`config.mk`:
```
export PLATFORM = sky130hd
export DESIGN_NAME = vec_agen
export DESIGN_NICKNAME = d
export VERILOG_FILES = /design/src/rtl/vec_agen_pkg.sv /design/src/rtl/vec_agen_rsync.sv /design/src/rtl/vec_agen_ctrl.sv /design/src/rtl/vec_agen_bank.sv /design/src/rtl/vec_agen.sv
export SDC_FILE = /design/constraint.sdc
export NUM_CORES = 1
export LEC_CHECK = 0
export ABC_AREA = 1
export BUFFER_PORTS_ARGS = -buffer_cell sky130_fd_sc_hd__buf_2
export CORE_MARGIN = 10
export CORE_UTILIZATION = 55
export CTS_CLUSTER_SIZE = 30
export DETAILED_ROUTE_END_ITERATION = 10
export PLACE_DENSITY = 0.76
export SLEW_MARGIN = 30
export SYNTH_ARGS = -nofsm -noshare
export SYNTH_HDL_FRONTEND = slang
export SYNTH_HIERARCHICAL = 1
export SYNTH_SLANG_ARGS = --single-unit
```
`constraint.sdc`:
```
create_clock -name clk -period 6.73 [get_ports clk]
set_clock_uncertainty 0.2 [all_clocks]
set_input_delay 0.3365 -clock clk [delete_from_list [all_inputs] [get_ports clk]]
set_output_delay 0.3365 -clock clk [all_outputs]
set_load 0.01 [all_outputs]
```
`src/rtl/vec_agen_pkg.sv`:
```
package vec_agen_pkg;

  typedef enum logic [1:0] {
    AG_UNIT   = 2'd0,
    AG_STRIDE = 2'd1,
    AG_INDEX  = 2'd2,
    AG_SEQGEN = 2'd3
  } ag_mode_e;

  typedef enum logic [1:0] {
    ST_IDLE = 2'd0,
    ST_RUN  = 2'd1,
    ST_FIN  = 2'd2
  } ag_state_e;

endpackage

```
`src/rtl/vec_agen_rsync.sv`:
```
module vec_agen_rsync (
  input  logic clk,
  input  logic rst_n,
  output logic rst_sync_n
);
  logic [1:0] sync_q;

  always_ff @(posedge clk or negedge rst_n) begin
    if (!rst_n) sync_q <= 2'b00;
    else        sync_q <= {sync_q[0], 1'b1};
  end

  assign rst_sync_n = sync_q[1];
endmodule

```
`src/rtl/vec_agen_ctrl.sv`:
```
module vec_agen_ctrl
  import vec_agen_pkg::*;
#(
  parameter int AW         = 32,
  parameter int MAXVL      = 64,
  parameter int ELEM_BYTES = 8,
  localparam int LW        = $clog2(MAXVL + 1)
) (
  input  logic          clk,
  input  logic          rst_n,
  input  logic          cmd_start,
  input  logic [1:0]    cmd_mode,
  input  logic [AW-1:0] cmd_base,
  input  logic [AW-1:0] cmd_stride,
  input  logic [LW-1:0] cmd_vlen,
  input  logic          step_fire,
  output logic          run_o,
  output logic          fin_o,
  output logic          idle_o,
  output ag_mode_e      mode_o,
  output logic [AW-1:0] base_o,
  output logic [AW-1:0] offs_o,
  output logic [LW-1:0] elem_o
);
  localparam logic [LW-1:0] VL_MAX = LW'(MAXVL);

  ag_state_e     st_q, st_d;
  ag_mode_e      mode_q;
  logic [AW-1:0] base_q, stride_q, offs_q, offs_d, step;
  logic [LW-1:0] vl_q, vl_clamp, elem_q, elem_d;
  logic          accept, adv, cnt_en;

  assign vl_clamp = (cmd_vlen > VL_MAX) ? VL_MAX : cmd_vlen;
  assign accept   = cmd_start && (st_q == ST_IDLE);
  assign adv      = step_fire && (st_q == ST_RUN);
  assign cnt_en   = accept || adv;
  assign step     = (mode_q == AG_UNIT) ? AW'(ELEM_BYTES) : stride_q;

  // next-state logic
  always_comb begin
    st_d   = st_q;
    offs_d = offs_q;
    elem_d = elem_q;
    case (st_q)
      ST_IDLE: begin
        if (cmd_start) begin
          offs_d = '0;
          elem_d = '0;
          st_d   = (vl_clamp == '0) ? ST_FIN : ST_RUN;
        end
      end
      ST_RUN: begin
        if (step_fire) begin
          offs_d = offs_q + step;
          elem_d = elem_q + 1'b1;
          if (elem_d == vl_q) st_d = ST_FIN;
        end
      end
      ST_FIN:  st_d = ST_IDLE;
      default: st_d = ST_IDLE;
    endcase
  end

  always_ff @(posedge clk or negedge rst_n) begin
    if (!rst_n) st_q <= ST_IDLE;
    else        st_q <= st_d;
  end

  always_ff @(posedge clk or negedge rst_n) begin
    if (!rst_n) begin
      mode_q   <= AG_UNIT;
      base_q   <= '0;
      stride_q <= '0;
      vl_q     <= '0;
    end else if (accept) begin
      mode_q   <= ag_mode_e'(cmd_mode);
      base_q   <= cmd_base;
      stride_q <= cmd_stride;
      vl_q     <= vl_clamp;
    end
  end

  always_ff @(posedge clk or negedge rst_n) begin
    if (!rst_n) begin
      offs_q <= '0;
      elem_q <= '0;
    end else if (cnt_en) begin
      offs_q <= offs_d;
      elem_q <= elem_d;
    end
  end

  assign run_o  = (st_q == ST_RUN);
  assign fin_o  = (st_q == ST_FIN);
  assign idle_o = (st_q == ST_IDLE);
  assign mode_o = mode_q;
  assign base_o = base_q;
  assign offs_o = offs_q;
  assign elem_o = elem_q;
endmodule

```
`src/rtl/vec_agen_bank.sv`:
```
module vec_agen_bank #(
  parameter int NBANK = 16,
  parameter int LAT   = 6,
  localparam int BW   = $clog2(NBANK),
  localparam int CW   = (LAT > 1) ? $clog2(LAT) : 1
) (
  input  logic             clk,
  input  logic             rst_n,
  input  logic             mark,
  input  logic [BW-1:0]    mark_bank,
  output logic [NBANK-1:0] busy
);
  localparam logic [CW-1:0] RELOAD = CW'(LAT - 1);

  for (genvar b = 0; b < NBANK; b++) begin : g_bank
    logic [CW-1:0] cnt_q, cnt_d;
    logic          hit;

    assign hit = mark && (mark_bank == BW'(b));

    always_comb begin
      cnt_d = cnt_q;
      if (hit)               cnt_d = RELOAD;
      else if (cnt_q != '0)  cnt_d = cnt_q - 1'b1;
    end

    always_ff @(posedge clk or negedge rst_n) begin
      if (!rst_n) cnt_q <= '0;
      else        cnt_q <= cnt_d;
    end

    assign busy[b] = (cnt_q != '0);
  end
endmodule

```
`src/rtl/vec_agen.sv`:
```
module vec_agen
  import vec_agen_pkg::*;
#(
  parameter int AW         = 32,
  parameter int MAXVL      = 64,
  parameter int ELEM_BYTES = 8,
  parameter int NBANK      = 16,
  parameter int BANK_LAT   = 6,
  localparam int LW        = $clog2(MAXVL + 1),
  localparam int BW        = $clog2(NBANK)
) (
  input  logic          clk,
  input  logic          rst_n,
  input  logic          cmd_start,
  input  logic [1:0]    cmd_mode,
  input  logic [AW-1:0] cmd_base,
  input  logic [AW-1:0] cmd_stride,
  input  logic [LW-1:0] cmd_vlen,
  input  logic          idx_valid,
  input  logic [AW-1:0] idx_data,
  output logic          idx_ready,
  output logic          addr_valid,
  input  logic          addr_ready,
  output logic [AW-1:0] addr_out,
  output logic [BW-1:0] addr_bank,
  output logic [LW-1:0] addr_elem,
  output logic          done,
  output logic          gen_busy
);
  localparam int WSH = $clog2(ELEM_BYTES);

  logic             rst_i_n;
  logic             run, fin, idle;
  ag_mode_e         mode_q;
  logic [AW-1:0]    base_q, offs_q, add_a, add_b, addr_w;
  logic [LW-1:0]    elem_q;
  logic [BW-1:0]    bank_w;
  logic [NBANK-1:0] busy_vec;
  logic             idx_mode, seq_mode, src_ok, hit, fire, bank_mark;

  vec_agen_rsync u_rsync (
    .clk       (clk),
    .rst_n     (rst_n),
    .rst_sync_n(rst_i_n)
  );

  vec_agen_ctrl #(
    .AW        (AW),
    .MAXVL     (MAXVL),
    .ELEM_BYTES(ELEM_BYTES)
  ) u_ctrl (
    .clk       (clk),
    .rst_n     (rst_i_n),
    .cmd_start (cmd_start),
    .cmd_mode  (cmd_mode),
    .cmd_base  (cmd_base),
    .cmd_stride(cmd_stride),
    .cmd_vlen  (cmd_vlen),
    .step_fire (fire),
    .run_o     (run),
    .fin_o     (fin),
    .idle_o    (idle),
    .mode_o    (mode_q),
    .base_o    (base_q),
    .offs_o    (offs_q),
    .elem_o    (elem_q)
  );

  // address formation and bank selection
  assign idx_mode = (mode_q == AG_INDEX);
  assign seq_mode = (mode_q == AG_SEQGEN);
  assign add_a    = seq_mode ? '0 : base_q;
  assign add_b    = idx_mode ? idx_data : offs_q;
  assign addr_w   = add_a + add_b;
  assign bank_w   = addr_w[WSH +: BW];

  vec_agen_bank #(
    .NBANK(NBANK),
    .LAT  (BANK_LAT)
  ) u_bank (
    .clk      (clk),
    .rst_n    (rst_i_n),
    .mark     (bank_mark),
    .mark_bank(bank_w),
    .busy     (busy_vec)
  );

  // stream handshake
  assign hit        = busy_vec[bank_w] && !seq_mode;
  assign src_ok     = !idx_mode || idx_valid;
  assign addr_valid = run && src_ok && !hit;
  assign idx_ready  = run && idx_mode && addr_ready && !hit;
  assign fire       = addr_valid && addr_ready;
  assign bank_mark  = fire && !seq_mode;

  assign addr_out  = addr_w;
  assign addr_bank = bank_w;
  assign addr_elem = elem_q;
  assign done      = fin;
  assign gen_busy  = !idle;
endmodule

```
==> results of run 1 <==
[per-stage QoR]
stage          setup slack (ns)  std cells  power [mW]
2_1_floorplan              1.62       1943        6.02
3_3_place_gp               2.08       2389        7.47
3_5_place_dp               1.84       2389        7.63
4_1_cts                    1.78       2490        8.70
5_1_grt                    1.63       2490        9.58
6_report                   2.00       2490        8.73
[cells in the mapped netlist (2+ instances only)]
master	n
nand2_4	3
o22ai_1	4
nand3_1	156
a21boi_0	2
o21ai_1	31
dfrtp_1	164
xnor2_1	12
nor2_2	8
o21ai_2	2
o21a_1	2
a21oi_1	62
inv_2	14
a21o_1	6
or2_2	19
nand2_1	653
nand4_1	9
o21bai_4	2
ha_1	96
fa_1	2
mux2i_1	2
o21ai_0	43
o31ai_1	2
a21oi_4	3
buf_4	6
nand3b_1	6
nand2_2	27
xor2_1	13
nor2_1	147
clkbuf_1	14
o21bai_1	8
nor3_1	2
inv_1	339
buf_2	15
mux2_2	30
nor2_4	4
nand3_2	9
a21oi_2	10
o221ai_1	3
nor3_2	4
[how the worst max path moves through the flow]
stage | from | endpoint
3_3_place_gp | u_ctrl/mode_o[0] | u_ctrl/elem_o[2]
3_5_place_dp | u_ctrl/mode_o[0] | u_ctrl/elem_o[2]
6_report | u_ctrl/mode_o[0] | u_ctrl/elem_o[2]
5_1_grt | u_ctrl/mode_o[0] | u_ctrl/elem_o[2]
2_1_floorplan | u_rsync/sync_q[1] | u_bank/g_bank[0].cnt_q[0]
4_1_cts | u_ctrl/mode_o[0] | u_ctrl/elem_o[2]
[power by group]
part / internal [mW] / leakage [nW] / switching [mW] / total [mW]
sequential: 1.46 / 2.03 / 0.306 / 1.76
combinational: 2.10 / 6.52 / 3.88 / 5.97
clock: 0.551 / 0.282 / 0.443 / 0.993
[critical path, stage by stage (launching register included)]
cell      delay, ns
dfrtp_1        0.42
nand2_1        0.20
inv_2          0.25
nor2_1         0.19
ha_1           0.22
inv_1          0.07
fa_1           0.40
inv_1          0.08
nand3_2        0.09
nand2_2        0.13
nand2_2        0.07
nand2_4        0.08
xor2_2         0.36
nand3b_1       0.21
nand3_2        0.09
nand2_2        0.08
nor2_1         0.04
inv_1          0.12
nor2_4         0.15
nor2_4         0.74
inv_2          0.19
nand3_1        0.12
o21ai_1        0.08
[metal layers]
metal | wire length [µm] | global-route usage, %
met3 | 2180 | 3.81
met5 | 0 | 0
met1 | 15900 | 30.2
met4 | 1250 | 8.98
met2 | 19200 | 45.4
[kinds of logic (layout without fill, tap and decap cells)]
kind of cell	after synthesis	count (layout)
other	1	1
and+or+nand+nor	1050	1050
xor gates and xnor gates	26	26
adders and majority gates	98	98
AOI/OAI and AO/OA	184	184
muxes	32	32
buffers and inverters	388	616
DFF	164	164
[state kept, by name (all words and copies together), names as in the netlist]
signal,flops
u_bank/g_bank.cnt_q,48
u_ctrl/base_o,32
u_ctrl/mode_o,2
u_ctrl/st_q,2
u_ctrl/offs_o,32
u_rsync/sync_q,2
u_ctrl/vl_q,7
u_ctrl/stride_q,32
u_ctrl/elem_o,7
[final cells by class]
| class | instances | share of cell area [%] |
|---|---|---|
| Clock buffer | 17 | 2.77 |
| Inverter | 353 | 8.63 |
| Multi-Input combinational cell | 1391 | 48.3 |
| Timing Repair Buffer | 233 | 10.0 |
| Clock inverter | 13 | 0.976 |
| Tap cell | 319 | 2.60 |
| Sequential cell | 164 | 26.7 |
[placed cells by master, fill, tap and decap left out, types with 30 or more instances in the layout]
cell type / count
nand2_1: 653
inv_1: 338
dfrtp_1: 163
nand3_1: 156
buf_2: 156
nor2_1: 146
ha_1: 96
dlygate4sd3_1: 71
a21oi_1: 62
o21ai_0: 43
o21ai_1: 31
mux2_2: 30
==> qor.log, run 1 <==
[outcome] outcome completed
[route] Avg WL per Cell 15.5 µm
[sta] worst hold slack after final layout 0.00576 ns
[cts] Clk Latency, worst-skew pair 0.43 ns
[global_routing] pin count of the biggest net entering global routing 104
[logic_synthesis] top post-synthesis cells by area dfrtp_1 (32%), nand2_1 (19%), inv_1 (9.8%)
[finish] cell area after layout 0.0154 mm²
[logic_synthesis] number of enable-type register cells in the synthesized netlist 0
[logic_synthesis] Synth Area in Adders 9.53%
[setup_path] Data arrival, critical path 4.84 ns
[logic_synthesis] xor/xnor share of the synthesized area 1.81%
[cts] number of setup buffers added after CTS 0
[logic_synthesis] most used flip-flop cell after synthesis dfrtp_1
[setup_path] reg-to-reg slack, setup 2.00 ns
[floorplan] floorplan die height 174 µm
[logic_synthesis] compound-cell area share of the yosys netlist 8.53%
[cts] cells resized by post-CTS repair 0
[sta] shortest period the worst path allows 4.73 ns
[route] violation count after the first detailed-route iteration 1208
[global_routing] via count of the first global-routing pass 12800
[finish] area used by sequential logic in the layout 0.00411 mm²
[sta] Setup Viol. Count Final 0
[logic_synthesis] syn_area_per_cell 6.70 µm²
[cts] clock tree root driver cell clkbuf_16
[logic_synthesis] mapped cell area 0.0130 mm²
[hold_path] hold crit path type input pin to asynchronous set/reset pin
[route] first drt pass iteration count 6
[floorplan] die span in x 174 µm
[cts] clock sink count 164
[placement] number of I/O port buffers 156
[sta] final hold violation count 0
[route] via-per-instance ratio 5.18
[floorplan] effective utilization at floorplan 55.6%
[logic_synthesis] post-synth top area share 31.5%
[sta] total count of max-transition violations in the final report 0
[route] DRC violation count after routing 0
[cts] number of buffers on the longest clock path 2
[sta] setup repair after global routing missed its margin no
[floorplan] number of rows created at floorplan 56
[logic_synthesis] Post-synth ARST share 100%
[route] final routed wirelength across all metal layers 38500 µm
[sta] Fin Setup TNS 0 ns
[logic_synthesis] sequential area share after synthesis 31.5%
[logic_synthesis] Synth area leader dfrtp_1
[route] count of antenna-violating nets left after detailed routing 0
[finish] final cell utilization of the core 65.7%
[placement] final weighted congestion in routability-driven placement 0.934
[finish] fraction of final layout cells sized beyond drive strength 1 15.3%
[power_and_ir_drop] highest ir drop seen on vdd 478 µV
[logic_synthesis] FF+latch count, synth 164
[power_and_ir_drop] ratio of total power to cell area 568 mW/mm²
[finish] Antenna diodes 0
[setup_path] critical path required time 6.84 ns
[cts] number of buffers inserted during clock tree synthesis 17
[finish] number of nets in the layout 2368
[floorplan] area of the placeable core 0.0234 mm²
[logic_synthesis] combinational family with the most area after synthesis simple AND/OR/NAND/NOR gates
[sta] slew at the pin with the worst max-slew slack 0.902 ns
[sta] Slew headroom 39.7%
[power_and_ir_drop] Lkg Pwr 8.83 nW
[placement] Cell Area, Placed 0.0141 mm²
[setup_path] type of destination of the critical path flop
[setup_path] Worst Setup Start Kind flop
[setup_path] R2R Path Start u_ctrl/mode_o[0]
[logic_synthesis] distinct cell type count of the synthesized netlist 48
[finish] Filler cells 2114
[setup_path] end of the worst register-to-register path u_ctrl/elem_o[2]
[finish] area growth from synthesis to final layout 18.1%
[global_routing] initial antenna violation count 0
[setup_path] type of the worst setup path flop to flop
[floorplan] Total Die Area 0.0302 mm²
[cts] htree depth 4
[job] count of maximum capacitance violations 0
[logic_synthesis] simple-gate share of the synthesized area 34.3%
[setup_path] worst reg2reg path depth 22
[logic_synthesis] gate count of the mapped netlist 1943
[cts] clock tree from TritonCTS yes
[cts] number of hold buffers added after CTS 71
[route] total via count after detailed routing 12900
[floorplan] number of placed I/O pins 157
[logic_synthesis] number of warnings issued by yosys 6
[global_routing] sum of overflow across all layers after global routing 0
[global_routing] global-route wire length before repair 63200 µm
[setup_path] CP Max Fanout 36
[cts] clock transition at the register clock pins on the worst setup and hold paths after CTS 0.07 ns
[sta] Final Cycle Share 70.3%
[global_routing] total track usage 25.4%
[placement] post-detail-place hpwl 29800 µm
[sta] upper clock frequency limit 211 MHz
[logic_synthesis] mux share of post-synthesis cell area 2.75%
[finish] area of combinational cells with multiple inputs 0.00742 mm²
[logic_synthesis] Post-Synthesis Net Count 2151
(Power assumes the default switching activity.)
==> inputs of run 2 (changes only) <==
Settings changed: CORE_UTILIZATION 55 to 54, PLACE_DENSITY 0.76 to 0.78.
Clock period 6.73 ns to 3.8 ns, I/O delays scaled along.
==> qor.log, run 2 (synthesized netlist as in run 1, its figures left out) <==
[outcome] outcome completed
[setup_path] type of the worst setup path flop to output port
[floorplan] number of rows created at floorplan 56
[setup_path] critical path required time 3.41 ns
[floorplan] effective utilization at floorplan 55.2%
[finish] highest-count cells in the layout ignoring fill and taps nand2_1 (651), inv_1 (338), dfrtp_1 (163), buf_2 (156), nand3_1 (155)
[floorplan] number of placed I/O pins 157
[setup_path] source of the critical timing path u_ctrl/mode_o[0]
[sta] worst hold slack after final layout 0.149 ns
[sta] setup repair after global routing missed its margin yes
[floorplan] Total Die Area 0.0307 mm²
[floorplan] area of the placeable core 0.0236 mm²
[route] total via count after detailed routing 13200
[setup_path] crit-path leading delay family buffers and inverters
[route] DRC violation count after routing 0
[cts] clock transition at the register clock pins on the worst setup and hold paths after CTS 0.07 ns
[route] violation count after the first detailed-route iteration 1148
[cts] htree depth 4
[setup_path] type of destination of the critical path output port
[global_routing] met3 track demand over resource in global routing 5.47%
[floorplan] floorplan die height 175 µm
[finish] area growth from synthesis to final layout 22.9%
[route] first drt pass iteration count 6
[setup_path] R2R Path Start u_ctrl/mode_o[0]
[floorplan] die span in x 175 µm
[cts] clock sink count 164
[route] via-per-instance ratio 5.22
[sta] Slew headroom 48.4%
[global_routing] grt peak-use layer met2
[global_routing] initial antenna violation count 1
[global_routing] sum of overflow across all layers after global routing 0
[cts] clock tree root driver cell clkbuf_16
[placement] number of I/O port buffers 156
[power_and_ir_drop] Lkg Pwr 9.07 nW
[placement] post-detail-place hpwl 30600 µm
[setup_path] Data arrival, critical path 3.33 ns
[setup_path] buffers plus inverters on the worst setup path 4
[global_routing] met2 Resource Use GR 42.9%
[sta] total count of max-transition violations in the final report 0
[placement] final weighted congestion in routability-driven placement 0.996
[sta] slew at the pin with the worst max-slew slack 0.774 ns
[finish] commonest non-fill, non-tap cell in the layout nand2_1
[setup_path] CP Max Fanout 12
[setup_path] Slowest-stage cell, CP ha_1
[finish] register with the highest flop count u_bank/g_bank.cnt_q
[cts] number of buffers on the longest clock path 2
[cts] Clk Latency, worst-skew pair 0.44 ns
[hold_path] hold crit path type flop to flop
[sta] Fin Setup TNS 0 ns
[cts] clock tree from TritonCTS yes
[finish] fraction of final layout cells sized beyond drive strength 1 17.8%
[global_routing] pin count of the biggest net entering global routing 105
[route] Avg WL per Cell 16.1 µm
[hold_path] Worst Hold Launch u_rsync/sync_q[0]
[finish] flip-flop count of the largest register after layout 48
[setup_path] ordered list of cells on the worst path inv_1 -> nand2_2 -> buf_8 -> clkbuf_16 -> mux2_2 -> ha_1 -> nand2_1 -> nor2_1 -> a21oi_4 -> o21bai_4 -> a21oi_2 -> xnor2_1 -> buf_2
[global_routing] global routing usage on met1 31.3%
[job] count of maximum capacitance violations 0
[route] final routed wirelength across all metal layers 40600 µm
[global_routing] via count of the first global-routing pass 12600
[sta] Setup Viol. Count Final 0
[setup_path] Worst path max stage delay 0.40 ns
[setup_path] Worst Setup Start Kind flop
[sta] Final Cycle Share 97.8%
[finish] number of nets in the layout 2407
[cts] number of buffers inserted during clock tree synthesis 17
[sta] shortest period the worst path allows 3.72 ns
[sta] upper clock frequency limit 269 MHz
[power_and_ir_drop] highest ir drop seen on vdd 721 µV
[global_routing] total track usage 25.5%
[global_routing] global-route wire length before repair 63800 µm
[finish] Antenna diodes 0
[power_and_ir_drop] ratio of total power to cell area 1050 mW/mm²
[sta] final hold violation count 0
[route] count of antenna-violating nets left after detailed routing 0
run 2: final cells by class:
class / instances / area [µm²]
inverters: 353 / 1330
repair buffers: 272 / 1930
clock buffers: 17 / 425
flip-flops and latches: 164 / 4110
fillers: 2055 / 7600
well taps: 319 / 399
multi-input cells: 1391 / 7570
clock inverters: 15 / 251
run 2: worst reg2reg max path: stages, from the launching register on:
cell and delay [ns]:
dfrtp_1 0.40, inv_1 0.07, nand2_2 0.10, mux2_2 0.24, ha_2 0.19, inv_1 0.06
fa_2 0.37, inv_2 0.08, nand3_2 0.11, nand2_4 0.12, nand2_2 0.07, nand2_4 0.09
xor2_2 0.21, nand3b_1 0.19, nand3_2 0.12, nand2_2 0.08, nor2_1 0.04, inv_1 0.13
nor2_4 0.08, nor2_4 0.27, buf_12 0.22, nand2_1 0.07, o21ai_1 0.09
run 2: per-layer routing:
metal / vias to the layer above / share of wire (%)
li1: 6557 / -
met2: 471 / 48
met3: 86 / 6.8
met5: - / 0.027
met1: 6098 / 42
met4: 2 / 3.6
run 2: worst paths after layout:
kind | endpoint | slack, ns | depth (start not counted)
min | u_rsync/sync_q[1] | 0.15 | 0
max | addr_out[17] | 0.08 | 13
min reg2reg | u_rsync/sync_q[1] | 0.15 | 0
min in group asynchronous | u_bank/g_bank[8].cnt_q[2] | 0.17 | 0
max in group asynchronous | u_ctrl/offs_o[21] | 2.23 | 1
max reg2reg | u_ctrl/offs_o[13] | 0.11 | 22
run 2: timing repair:
| item | CTS | global route |
|---|---|---|
| cloned | 0 | 1 |
| gates resized for setup | 16 | 35 |
| hold endpoints to repair | 77 | 0 |
| pin swaps | 1 | 10 |
| setup endpoints to repair | 22 | 98 |
| hold buffers | 83 | 0 |
| setup buffers | 0 | 15 |
run 2: power breakdown:
| part | total (mW) | internal [mW] | switching [mW] | leakage, nW |
|---|---|---|---|---|
| clock | 2.04 | 1.24 | 0.796 | 0.326 |
| sequential | 3.12 | 2.58 | 0.540 | 2.03 |
| combinational | 11.6 | 4.26 | 7.32 | 6.71 |
run 2: metrics by stage:
step | total power [mW] | area [µm²] | cells | util (%) | setup slack [ns]
3_5_place_dp | 13.8 | 14200 | 2400 | 60.1 | 0.112
4_1_cts | 16.0 | 15700 | 2515 | 66.7 | 0.00491
2_1_floorplan | 10.7 | 13000 | 1943 | - | 0.105
3_3_place_gp | 13.5 | 14200 | 2400 | 60.1 | 0.254
5_1_grt | 18.2 | 16000 | 2531 | 67.8 | -0.0564
6_report | 16.7 | 16000 | 2531 | 67.8 | 0.0843
